[src/rtl/tmds_enc_pkg.sv]
package tmds_enc_pkg;
  localparam int TOK_W = 10;
  localparam logic [TOK_W-1:0] CTL_TOK_00 = 10'b1101010100;
  localparam logic [TOK_W-1:0] CTL_TOK_01 = 10'b0010101011;
  localparam logic [TOK_W-1:0] CTL_TOK_10 = 10'b0101010100;
  localparam logic [TOK_W-1:0] CTL_TOK_11 = 10'b1010101011;
endpackage

[src/rtl/tmds_xmin_stage.sv]
module tmds_xmin_stage #(
  parameter int DATA_W = 8
) (
  input  logic [DATA_W-1:0] din,
  output logic [DATA_W:0]   qm
);
  localparam int CNT_W = $clog2(DATA_W + 1);
  localparam int HALF  = DATA_W / 2;

  logic [CNT_W-1:0]  ones;
  logic              use_xnor;
  logic [DATA_W-1:0] chain;

  always_comb begin
    ones = '0;
    for (int i = 0; i < DATA_W; i++) ones = ones + CNT_W'(din[i]);
  end

  // Pick the chaining operation that yields fewer transitions.
  assign use_xnor = (ones > CNT_W'(HALF)) || ((ones == CNT_W'(HALF)) && !din[0]);

  always_comb begin
    chain[0] = din[0];
    for (int i = 1; i < DATA_W; i++)
      chain[i] = use_xnor ? ~(chain[i-1] ^ din[i]) : (chain[i-1] ^ din[i]);
  end

  assign qm = {~use_xnor, chain};
endmodule

[src/rtl/tmds_dc_balance.sv]
module tmds_dc_balance #(
  parameter int DATA_W = 8,
  parameter int DISP_W = 6
) (
  input  logic              clk,
  input  logic              rst,
  input  logic              de,
  input  logic [DATA_W:0]   qm,
  output logic [DATA_W+1:0] sym
);
  localparam int CNT_W = $clog2(DATA_W + 1);
  localparam logic signed [DISP_W-1:0] TWO  = DISP_W'(2);
  localparam logic signed [DISP_W-1:0] ZERO = '0;

  logic [CNT_W-1:0]         n1, n0;
  logic signed [DISP_W-1:0] disp, disp_nxt, bal;
  logic [DATA_W-1:0]        low;
  logic                     xor_used;

  assign low      = qm[DATA_W-1:0];
  assign xor_used = qm[DATA_W];

  always_comb begin
    n1 = '0;
    for (int i = 0; i < DATA_W; i++) n1 = n1 + CNT_W'(low[i]);
  end
  assign n0  = CNT_W'(DATA_W) - n1;
  assign bal = $signed(DISP_W'(n1)) - $signed(DISP_W'(n0));

  always_comb begin
    if ((disp == ZERO) || (n1 == n0)) begin
      sym      = {~xor_used, xor_used, xor_used ? low : ~low};
      disp_nxt = xor_used ? (disp + bal) : (disp - bal);
    end else if (((disp > ZERO) && (n1 > n0)) || ((disp < ZERO) && (n0 > n1))) begin
      sym      = {1'b1, xor_used, ~low};
      disp_nxt = disp + (xor_used ? TWO : ZERO) - bal;
    end else begin
      sym      = {1'b0, xor_used, low};
      disp_nxt = disp - (xor_used ? ZERO : TWO) + bal;
    end
  end

  always_ff @(posedge clk) begin
    if (rst)      disp <= '0;
    else if (!de) disp <= '0;
    else          disp <= disp_nxt;
  end

  assert_disp_clear_R6: assert property (@(posedge clk) disable iff (rst)
    !de |=> (disp == ZERO));

  assert_disp_even_R5: assert property (@(posedge clk) disable iff (rst)
    disp[0] == 1'b0);
endmodule

[src/rtl/tmds_ctrl_token.sv]
module tmds_ctrl_token
  import tmds_enc_pkg::*;
(
  input  logic [1:0]       sel,
  output logic [TOK_W-1:0] tok
);
  always_comb begin
    case (sel)
      2'b00:   tok = CTL_TOK_00;
      2'b01:   tok = CTL_TOK_01;
      2'b10:   tok = CTL_TOK_10;
      default: tok = CTL_TOK_11;
    endcase
  end
endmodule

[src/rtl/tmds_channel_enc.sv]
module tmds_channel_enc
  import tmds_enc_pkg::*;
#(
  parameter int DATA_W = 8,
  parameter int DISP_W = 6
) (
  input  logic              clk,
  input  logic              rst,
  input  logic              de,
  input  logic [1:0]        ctrl,
  input  logic [DATA_W-1:0] data,
  output logic [DATA_W+1:0] sym_out
);
  localparam int SYM_W = DATA_W + 2;
  localparam int CNT_W = $clog2(DATA_W + 1);

  logic [DATA_W:0]    qm;
  logic [SYM_W-1:0]   data_sym;
  logic [TOK_W-1:0]   ctl_tok;

  tmds_xmin_stage #(.DATA_W(DATA_W)) u_xmin (
    .din (data),
    .qm  (qm)
  );

  tmds_dc_balance #(.DATA_W(DATA_W), .DISP_W(DISP_W)) u_bal (
    .clk (clk),
    .rst (rst),
    .de  (de),
    .qm  (qm),
    .sym (data_sym)
  );

  tmds_ctrl_token u_tok (
    .sel (ctrl),
    .tok (ctl_tok)
  );

  always_ff @(posedge clk) begin
    if (rst)     sym_out <= SYM_W'(CTL_TOK_00);
    else if (de) sym_out <= data_sym;
    else         sym_out <= SYM_W'(ctl_tok);
  end

  function automatic logic [DATA_W-1:0] unwind(input logic [SYM_W-1:0] s);
    logic [DATA_W-1:0] d, r;
    d    = s[DATA_W+1] ? ~s[DATA_W-1:0] : s[DATA_W-1:0];
    r[0] = d[0];
    for (int i = 1; i < DATA_W; i++)
      r[i] = s[DATA_W] ? (d[i] ^ d[i-1]) : ~(d[i] ^ d[i-1]);
    return r;
  endfunction

  function automatic logic [CNT_W-1:0] popc(input logic [DATA_W-1:0] v);
    logic [CNT_W-1:0] c;
    c = '0;
    for (int i = 0; i < DATA_W; i++) c = c + CNT_W'(v[i]);
    return c;
  endfunction

  assert_reset_token_R7: assert property (@(posedge clk) disable iff (rst)
    $past(rst) |-> (sym_out == SYM_W'(CTL_TOK_00)));

  assert_ctrl_path_R2: assert property (@(posedge clk) disable iff (rst)
    (!$past(rst) && !$past(de) && ($past(ctrl) == 2'b11)) |-> (sym_out == SYM_W'(CTL_TOK_11)));

  assert_roundtrip_R8: assert property (@(posedge clk) disable iff (rst)
    (!$past(rst) && $past(de)) |-> (unwind(sym_out) == $past(data)));

  assert_choice_R3: assert property (@(posedge clk) disable iff (rst)
    (!$past(rst) && $past(de)) |->
      (sym_out[DATA_W] == !((popc($past(data)) > CNT_W'(DATA_W/2)) ||
                            ((popc($past(data)) == CNT_W'(DATA_W/2)) && !$past(data[0])))));

  assert_no_token_R9: assert property (@(posedge clk) disable iff (rst)
    (!$past(rst) && $past(de)) |->
      ((sym_out != SYM_W'(CTL_TOK_00)) && (sym_out != SYM_W'(CTL_TOK_01)) &&
       (sym_out != SYM_W'(CTL_TOK_10)) && (sym_out != SYM_W'(CTL_TOK_11))));
endmodule

[config.mk]
export PLATFORM = sky130hd
export DESIGN_NAME = tmds_channel_enc
export DESIGN_NICKNAME = d
export VERILOG_FILES = /design/src/rtl/tmds_enc_pkg.sv /design/src/rtl/tmds_xmin_stage.sv /design/src/rtl/tmds_dc_balance.sv /design/src/rtl/tmds_ctrl_token.sv /design/src/rtl/tmds_channel_enc.sv
export SDC_FILE = /design/constraint.sdc
export NUM_CORES = 1
export LEC_CHECK = 0
export BUFFER_PORTS_ARGS = -buffer_cell sky130_fd_sc_hd__buf_4
export CAP_MARGIN = 25
export CORE_MARGIN = 4
export CORE_UTILIZATION = 40
export CTS_BUF_LIST = sky130_fd_sc_hd__clkbuf_2 sky130_fd_sc_hd__clkbuf_4 sky130_fd_sc_hd__clkbuf_8
export CTS_CLUSTER_DIAMETER = 30
export DETAILED_ROUTE_END_ITERATION = 7
export PLACE_DENSITY = 0.63
export REMOVE_ABC_BUFFERS = 1
export SLEW_MARGIN = 10
export SYNTH_ARGS = -nofsm -noshare
export SYNTH_HDL_FRONTEND = slang
export SYNTH_HIERARCHICAL = 1
export SYNTH_SLANG_ARGS = --single-unit
[constraint.sdc]
create_clock -name clk -period 22.2 [get_ports clk]
set_input_delay 3.33 -clock clk [delete_from_list [all_inputs] [get_ports clk]]
set_output_delay 3.33 -clock clk [all_outputs]
set_load 0.02 [all_outputs]
== After elaboration in Yosys (flattened, before gate mapping) ==
Cells that the tools add are included.

* Logic and storage cells: 77
* Register bits after elaboration: 16
* Input bits: 13
* Output and inout port bits: 10

* $lt $le $gt $ge: 5
* Add/sub/neg operators: 22
* Reductions and logical operators: 10
* Equal/unequal tests: 4
* Bitwise logic cells: 17
* Muxes and demuxes: 17

{| class="wikitable"
|+ Operators by type and width
! kind !! count
|-
| $add 4x1->4 || 12
|-
| $mux 10 || 3
|-
| $pmux 10 s3 || 1
|-
| $add 6x6->6 || 3
|-
| $mux 6 || 3
|-
| $sub 6x6->6 || 3
|-
| $not 1->1 || 9
|-
| $gt 4x4->1 || 2
|-
| $mux 8 || 1
|-
| $not 8->8 || 1
|-
| $mux 1 || 7
|-
| $xor 1x1->1 || 7
|-
| $gt 6x1->1 const B || 1
|-
| $logic_not 6->1 || 1
|-
| $lt 6x1->1 const B || 1
|-
| $sub 4x4->5 || 1
|-
| $add 1x1->2 || 2
|-
| $eq 4x3->1 const B || 1
|-
| $eq 4x4->1 || 1
|-
| $gt 4x3->1 const B || 1
|-
| $mux 2 || 2
|-
| $sub 4x4->4 const A || 1
|-
| $logic_and 1x1->1 || 3
|-
| $logic_or 1x1->1 || 3
|-
| other kinds (5) || 5
|}

== Longest topological paths before layout ==
Gate-level depths: netlist (run 1).

* Depth after elaboration: 37
* Mapped depth: 32
* Depth with buffers taken out: 32

== Modules after synthesis ==
The synthesis (run 1) kept the hierarchy.

{| class="wikitable"
|+ By module, submodules not included
! module !! times used !! area each (µm²) !! cells each !! seq. area each (µm²)
|-
| tmds_dc_balance || 1 || 1342.5 || 151 || 120.1
|-
| tmds_channel_enc || 1 || 364.1 || 32 || 200.2
|-
| tmds_xmin_stage || 1 || 361.6 || 33 || 0.0
|-
| tmds_ctrl_token || 1 || 126.4 || 16 || 0.0
|}

== Worst setup path before layout (run 1) ==
OpenSTA, ideal clock, no wires.

* Path kind: input -> register
* Start point: input port data[0]
* End point: register u_bal.disp[5]
* Stages: 31
* Setup slack: 10.826 ns
* Arrival time: 11.235 ns
* Library setup time: 0.139 ns
* Required time: 22.061 ns
* Cells stage by stage: inv_1 fa_1 fa_1 fa_1 inv_1 ha_1 fa_1 or3b_1 a22oi_4 xnor2_1 inv_1 fa_1 fa_1 fa_1 inv_1 ha_1 fa_1 or2_2 ha_1 nand2_1 a21oi_1 nor2_1 ha_1 inv_1 ha_1 a21oi_1 maj3_1 xor2_1 mux2i_1 mux2i_1 o31ai_1

* Longest elaborated chain between the ends: 36
* Elaborated cells on any way between the ends: 60
* Classes of those cells: add/sub (22); order compare (3); eq/ne (2); mux (12); bitwise (14); reduce/logical (7)

{| class="wikitable"
|+ Ends and longest elaborated chain
! what !! RTL line !! text
|-
| start, declared || tmds_channel_enc.sv:11 || <nowiki>input logic [DATA_W-1:0] data,</nowiki>
|-
| branches (longest 10 deep; another with $add 4x1->4) || n/a ||
|-
| $mux 1 * || tmds_xmin_stage.sv:25 || <nowiki>chain[i] = use_xnor ? ~(chain[i-1] ^ din[i]) : (chain[i-1] ^ din[i]);</nowiki>
|-
| net qm[1] || tmds_channel_enc.sv:17 || <nowiki>logic [DATA_W:0] qm;</nowiki>
|-
| branches (longest 18 deep; another with $add 4x1->4) || n/a ||
|-
| $add 4x1->4 * || tmds_dc_balance.sv:25 || <nowiki>for (int i = 0; i < DATA_W; i++) n1 = n1 + CNT_W'(low[i]);</nowiki>
|-
| branches (longest 5 deep; another with $add 6x6->6) || n/a ||
|-
| $mux 6 * || tmds_dc_balance.sv:31 || <nowiki>if ((disp == ZERO) || (n1 == n0)) begin</nowiki>
|-
| end signal, assigned || tmds_dc_balance.sv:46 || <nowiki>else disp <= disp_nxt;</nowiki>
|-
| end, declared || tmds_dc_balance.sv:16 || <nowiki>logic signed [DISP_W-1:0] disp, disp_nxt, bal;</nowiki>
|}

Mark *: on every way through the listed nets, which the timed path passes.
A chain may end at the register's enable or synchronous reset.

== Worst setup path after layout (run 1) ==
Ends and elaborated chain as after synthesis.

==> results of run 1 <==
-- registers in the layout, indices dropped and copies added (netlist names), named ones only --
register	flops
sym_out	10
u_bal/disp	5
-- worst paths after layout --
| check | slack, ns | cells after the start | startpoint | to |
|---|---|---|---|---|
| worst min register to register | 0.44 | 2 | flop | flop |
| worst min-delay path | 0.44 | 2 | flop | flop |
| worst max-delay path | 10.34 | 33 | data[0] | u_bal/disp[5] |
| worst max register to register | 19.44 | 10 | u_bal/disp[1] | u_bal/disp[5] |
-- area by class of cell --
| class | count | share of cell area [%] |
|---|---|---|
| tap | 70 | 3.64 |
| inverter | 42 | 6.60 |
| multi-input combinational | 161 | 67.3 |
| clock buffer | 4 | 2.29 |
| sequential | 16 | 13.3 |
| timing repair buffer | 22 | 6.86 |
-- placed cells by master, fill, tap and decap left out, drive strengths merged, types with 2 or more instances in the layout --
cell type	n
a211o	5
a211oi	6
a21o	6
a21oi	9
buf	22
clkbuf	4
dfxtp	16
fa	13
ha	29
inv	41
maj3	2
mux2	2
mux2i	12
nand2b	3
nor2	15
nor2b	5
nor3	2
or2	4
or3b	2
xnor2	20
xnor3	3
xor2	10
-- per-layer routing --
metal / part of all wire (%) / GRT usage, %
met5: 0 / 0
met4: 2.3 / 5.15
met3: 2.5 / 1.43
met2: 44 / 20.1
met1: 52 / 16.7
-- worst reg2reg max path, cell delays in order (launching register included) --
cell and delay (ns):
dfxtp_1 0.40, inv_1 0.12, fa_1 0.62, inv_1 0.09, fa_1 0.41, a21oi_1 0.19, maj3_1 0.20, xnor2_1 0.07
mux2i_1 0.24, mux2i_1 0.22, o31ai_1 0.08
-- synth_stat cells (all sizes together), types with 2 or more instances --
| cell | instances | area share (%) |
|---|---|---|
| nor2 | 15 | 2.6 |
| dfxtp | 16 | 15 |
| a211o | 5 | 2.2 |
| or2 | 4 | 1.1 |
| ha | 29 | 17 |
| mux2 | 2 | 1.0 |
| inv | 41 | 7.0 |
| or3b | 2 | 0.80 |
| buf | 12 | 4.1 |
| nand2b | 3 | 0.86 |
| xnor2 | 20 | 8.3 |
| a211oi | 6 | 2.5 |
| maj3 | 2 | 0.91 |
| a21o | 6 | 2.1 |
| xor2 | 10 | 4.0 |
| xnor3 | 3 | 3.1 |
| nor3 | 2 | 0.68 |
| mux2i | 12 | 6.0 |
| a21oi | 9 | 2.1 |
| fa | 13 | 12 |
| nor2b | 5 | 1.4 |
-- kinds of logic (layout without fill, tap and decap cells) --
kind of cell	after synthesis	count (layout)	synth area share, %
buffers and inverters	55	68	11.5
adders and majority gates	44	44	29.3
and+or+nand+nor	37	37	9.29
xor gates and xnor gates	34	34	16.5
AOI/OAI and AO/OA	32	32	11.7
DFF	16	16	14.6
muxes	14	14	7.07
-- per-stage QoR --
step / hold WS (ns) / util [%] / area [um2] / instances / setup slack (ns)
floorplan: 0.420 / - / 2100 / 219 / 10.83
global placement: 0.431 / 45.2 / 2350 / 311 / 10.19
detailed placement: 0.435 / 45.2 / 2350 / 311 / 10.04
CTS: 0.446 / 46.3 / 2410 / 315 / 10.31
global route: 0.481 / 46.3 / 2410 / 315 / 9.79
finish: 0.444 / 46.3 / 2410 / 315 / 10.34
==> results.cfg, run 1 <==
[status]
status = finished clean

[sta]
skew_ns = 0.00244
timing.final.crit_share_pct = 53.4
fmax_mhz = 84.3
slew_headroom_pct = 42.4
slew_viol_final = 0
rsz0062_at_grt = no
period_minus_slack_ns = 11.86
hold_viol = 0
setup_violations = 0
worstMarginPinSlew_ns = 0.859
finalSetupTns_ns = 0

[clock_tree]
cts_tree = done
cts_root_buf = clkbuf_8
clk_pin_slew_ns = 0.06
clockBufferDepth = 2
cts.sinks = 16
clk_latency_ns = 0.25
post-cts-setup-buffers = 0
cts_htree_levels = 1
cts_buffers = 3
holdBufCountCts = 0
ctsResizeCount = 0

[logic_synthesis]
syn_avg_cell_area_um2 = 9.46
synth_area_um2 = 2190
ys_types = 44
yosysWarnings = 6
yosysSeqAreaShare_pct = 14.6
async_flop_share_pct = 0
syn_inst = 232
synth-edff-count = 0
synthFlopType = dfxtp_1
ys_ff_latch = 16

[layout]
nets = 301
regArea_um2 = 320
multiInputGateArea_um2 = 1620
antenna_cells = 0
drive_gt1_share_pct = 17.6
syn2layout_area_growth_pct = 9.75
fillers = 517

[place]
globalplace.congestion = 0.804
hpwl_mm = 3.24
io_buffers = 22

[critical_path]
cp.required_ns = 22.31
cp.arrival_ns = 11.97
cp-end-kind = flop
crit_top_cell = fa_1
max_stage_delay_ns = 0.57
slowest_stage = fa_1
critPathTopFamily = adder cells
crit_type = in2reg
start_kind = input pin
worstPathMaxFanout = 13
worst-path-buf-inv = 7

[floorplan]
fp.dieArea_um2 = 6740
core_area_um2 = 5200
fp.dieW_um = 82.1
start_util_pct = 42.2
io_pins = 23
die_y_um = 82.1
row_count = 26

[grt]
grt_use_total_pct = 12.4
antenna_found_initial = 0
grt_max_degree = 17
grt_pass1_wl_mm = 6.49
grt_pass1_vias = 1431
grt_overflow = 0

[job]
drv_cap = 0

[route]
drc = 0
drt_pass1_iterations = 4
wl_per_cell_um = 12.0
ant_nets = 0
dr_total_vias = 1476
vias_per_cell = 4.69
first_iter_violations = 42
wl_mm = 3.78

[worst_hold_path]
hp-class = reg2reg
Power of run 1 is left out: the tool's default activity adds up to more than one toggle a clock period on the data nets, which glitch-free logic cannot reach.
==> run 2, diff against run 1 <==
--- a/config.mk
+++ b/config.mk
@@ -12,7 +12,7 @@
 export CTS_BUF_LIST = sky130_fd_sc_hd__clkbuf_2 sky130_fd_sc_hd__clkbuf_4 sky130_fd_sc_hd__clkbuf_8
 export CTS_CLUSTER_DIAMETER = 30
 export DETAILED_ROUTE_END_ITERATION = 7
-export PLACE_DENSITY = 0.63
+export PLACE_DENSITY = 0.65
 export REMOVE_ABC_BUFFERS = 1
 export SLEW_MARGIN = 10
 export SYNTH_ARGS = -nofsm -noshare
==> constraint.sdc (replaced) <==
create_clock -name clk -period 10.7 [get_ports clk]
set_input_delay 1.605 -clock clk [delete_from_list [all_inputs] [get_ports clk]]
set_output_delay 1.605 -clock clk [all_outputs]
set_load 0.02 [all_outputs]
==> run 2 against run 1 <==
- clock skew grew 0.0054 ns
- die area is the same
- global-route usage grew 0.18 points
- non-clock buffer count is 2 higher
- critical endpoint unchanged
- largest cell class unchanged
- final area up 0.62%
- via count increased by 3.4%
==> results.cfg, run 2 (synthesis results as in run 1) <==
[critical_path]
crit_type = in2reg
slowest_stage = fa_1
r2r_start = u_bal/disp[1]
regToRegSetupSlack_ns = 7.92
cp.required_ns = 10.81
cp-startpoint = data[0]
cp.arrival_ns = 10.16
worstPathMaxFanout = 6
endpoint = u_bal/disp[5]
cp-end-kind = flop
crit_top_cell = fa_1
start_kind = input pin
r2r_end = u_bal/disp[5]
max_stage_delay_ns = 0.54
ff2ff_path_depth = 10

[route]
ant_nets = 0
wl_met1_mm = 1.90
vias_per_cell = 4.81
wl_per_cell_um = 12.2
met2_length_mm = 1.82
dr_total_vias = 1526
drc = 0
top_layer = met4
wl_mm = 3.88
first_iter_violations = 70
drt_pass1_iterations = 4
wl_met3_um = 118

[sta]
finalSetupTns_ns = 0
timing.final.crit_share_pct = 94.0
slew_headroom_pct = 42.6
period_minus_slack_ns = 10.05
fmax_mhz = 99.5
worstMarginPinSlew_ns = 0.856
slew_viol_final = 0
setup_violations = 0
rsz0062_at_grt = no
hold_viol = 0
holdWs_ns = 0.449
skew_ns = 0.00783

[layout]
nets = 303
regArea_um2 = 320
multiInputGateArea_um2 = 1620
drive_gt1_share_pct = 18.2
post-route-util_pct = 46.6
syn2layout_area_growth_pct = 10.4
top_regs = sym_out: 10 flops, u_bal/disp: 5 flops
fillers = 519
layout_common_cells = inv_1 (41), ha_1 (29), buf_4 (24)
antenna_cells = 0
largest_register_ffs = 10
final_common_cell = inv_1
top_register = sym_out

[floorplan]
fp.dieW_um = 82.1
fp.dieArea_um2 = 6740
die_y_um = 82.1
start_util_pct = 42.2
io_pins = 23
row_count = 26
core_area_um2 = 5200

[clock_tree]
clk_pin_slew_ns = 0.07
cts_tree = done
cts.sinks = 16
cts_buffers = 3
ctsResizeCount = 0
clk_latency_ns = 0.25
cts_htree_levels = 1
post-cts-setup-buffers = 0
cts_root_buf = clkbuf_8
holdBufCountCts = 0
clockBufferDepth = 2

[grt]
grt_max_degree = 17
grt_overflow = 0
grt_pass1_wl_mm = 6.78
antenna_found_initial = 0
grt_use_total_pct = 12.6
grt_pass1_vias = 1539

[place]
io_buffers = 22
globalplace.congestion = 0.812
hpwl_mm = 3.17

[job]
drv_cap = 0

[worst_hold_path]
hp-class = reg2reg

[status]
status = finished clean
[run 2: final cells by class]
type | count | share of cell area [%]
multi-input cells | 161 | 66.9
inverters | 42 | 6.56
clock buffers | 4 | 2.27
repair buffers | 24 | 7.43
flip-flops and latches | 16 | 13.2
well taps | 70 | 3.61
[run 2: how the worst min path moves through the flow]
stage,cells past startpoint,from,end
detailed placement,2,flop,flop
CTS,2,flop,flop
global route,2,flop,flop
global placement,2,flop,flop
floorplan,2,flop,flop
finish,2,flop,flop
[run 2: routing by layer]
layer	vias up	global-route usage, %
li1	776	-
met1	718	17.0
met2	28	21.6
met3	4	0.768
met4	0	3.65
met5	-	0
[run 2: per-stage QoR]
| stage | worst slack [ns] | instances | cell area, um2 |
|---|---|---|---|
| 4_1_cts | 0.655 | 317 | 2420 |
| 2_1_floorplan | 1.05 | 219 | 2100 |
| 3_3_place_gp | 0.678 | 313 | 2370 |
| 6_report | 0.646 | 317 | 2420 |
| 5_1_grt | 0.231 | 317 | 2420 |
| 3_5_place_dp | 0.492 | 313 | 2370 |
[run 2: critical path: cells and delay by family]
family                   cells  cell delay, ns
XOR/XNOR                     3            0.55
AO/OA/AOI/OAI                4            0.73
adder cells (fa/ha/maj)     14            5.63
buffers and inverters        7            0.53
AND/OR/NAND/NOR              3            0.67
multiplexers                 2            0.45
Power of run 2 is left out for the same reason.
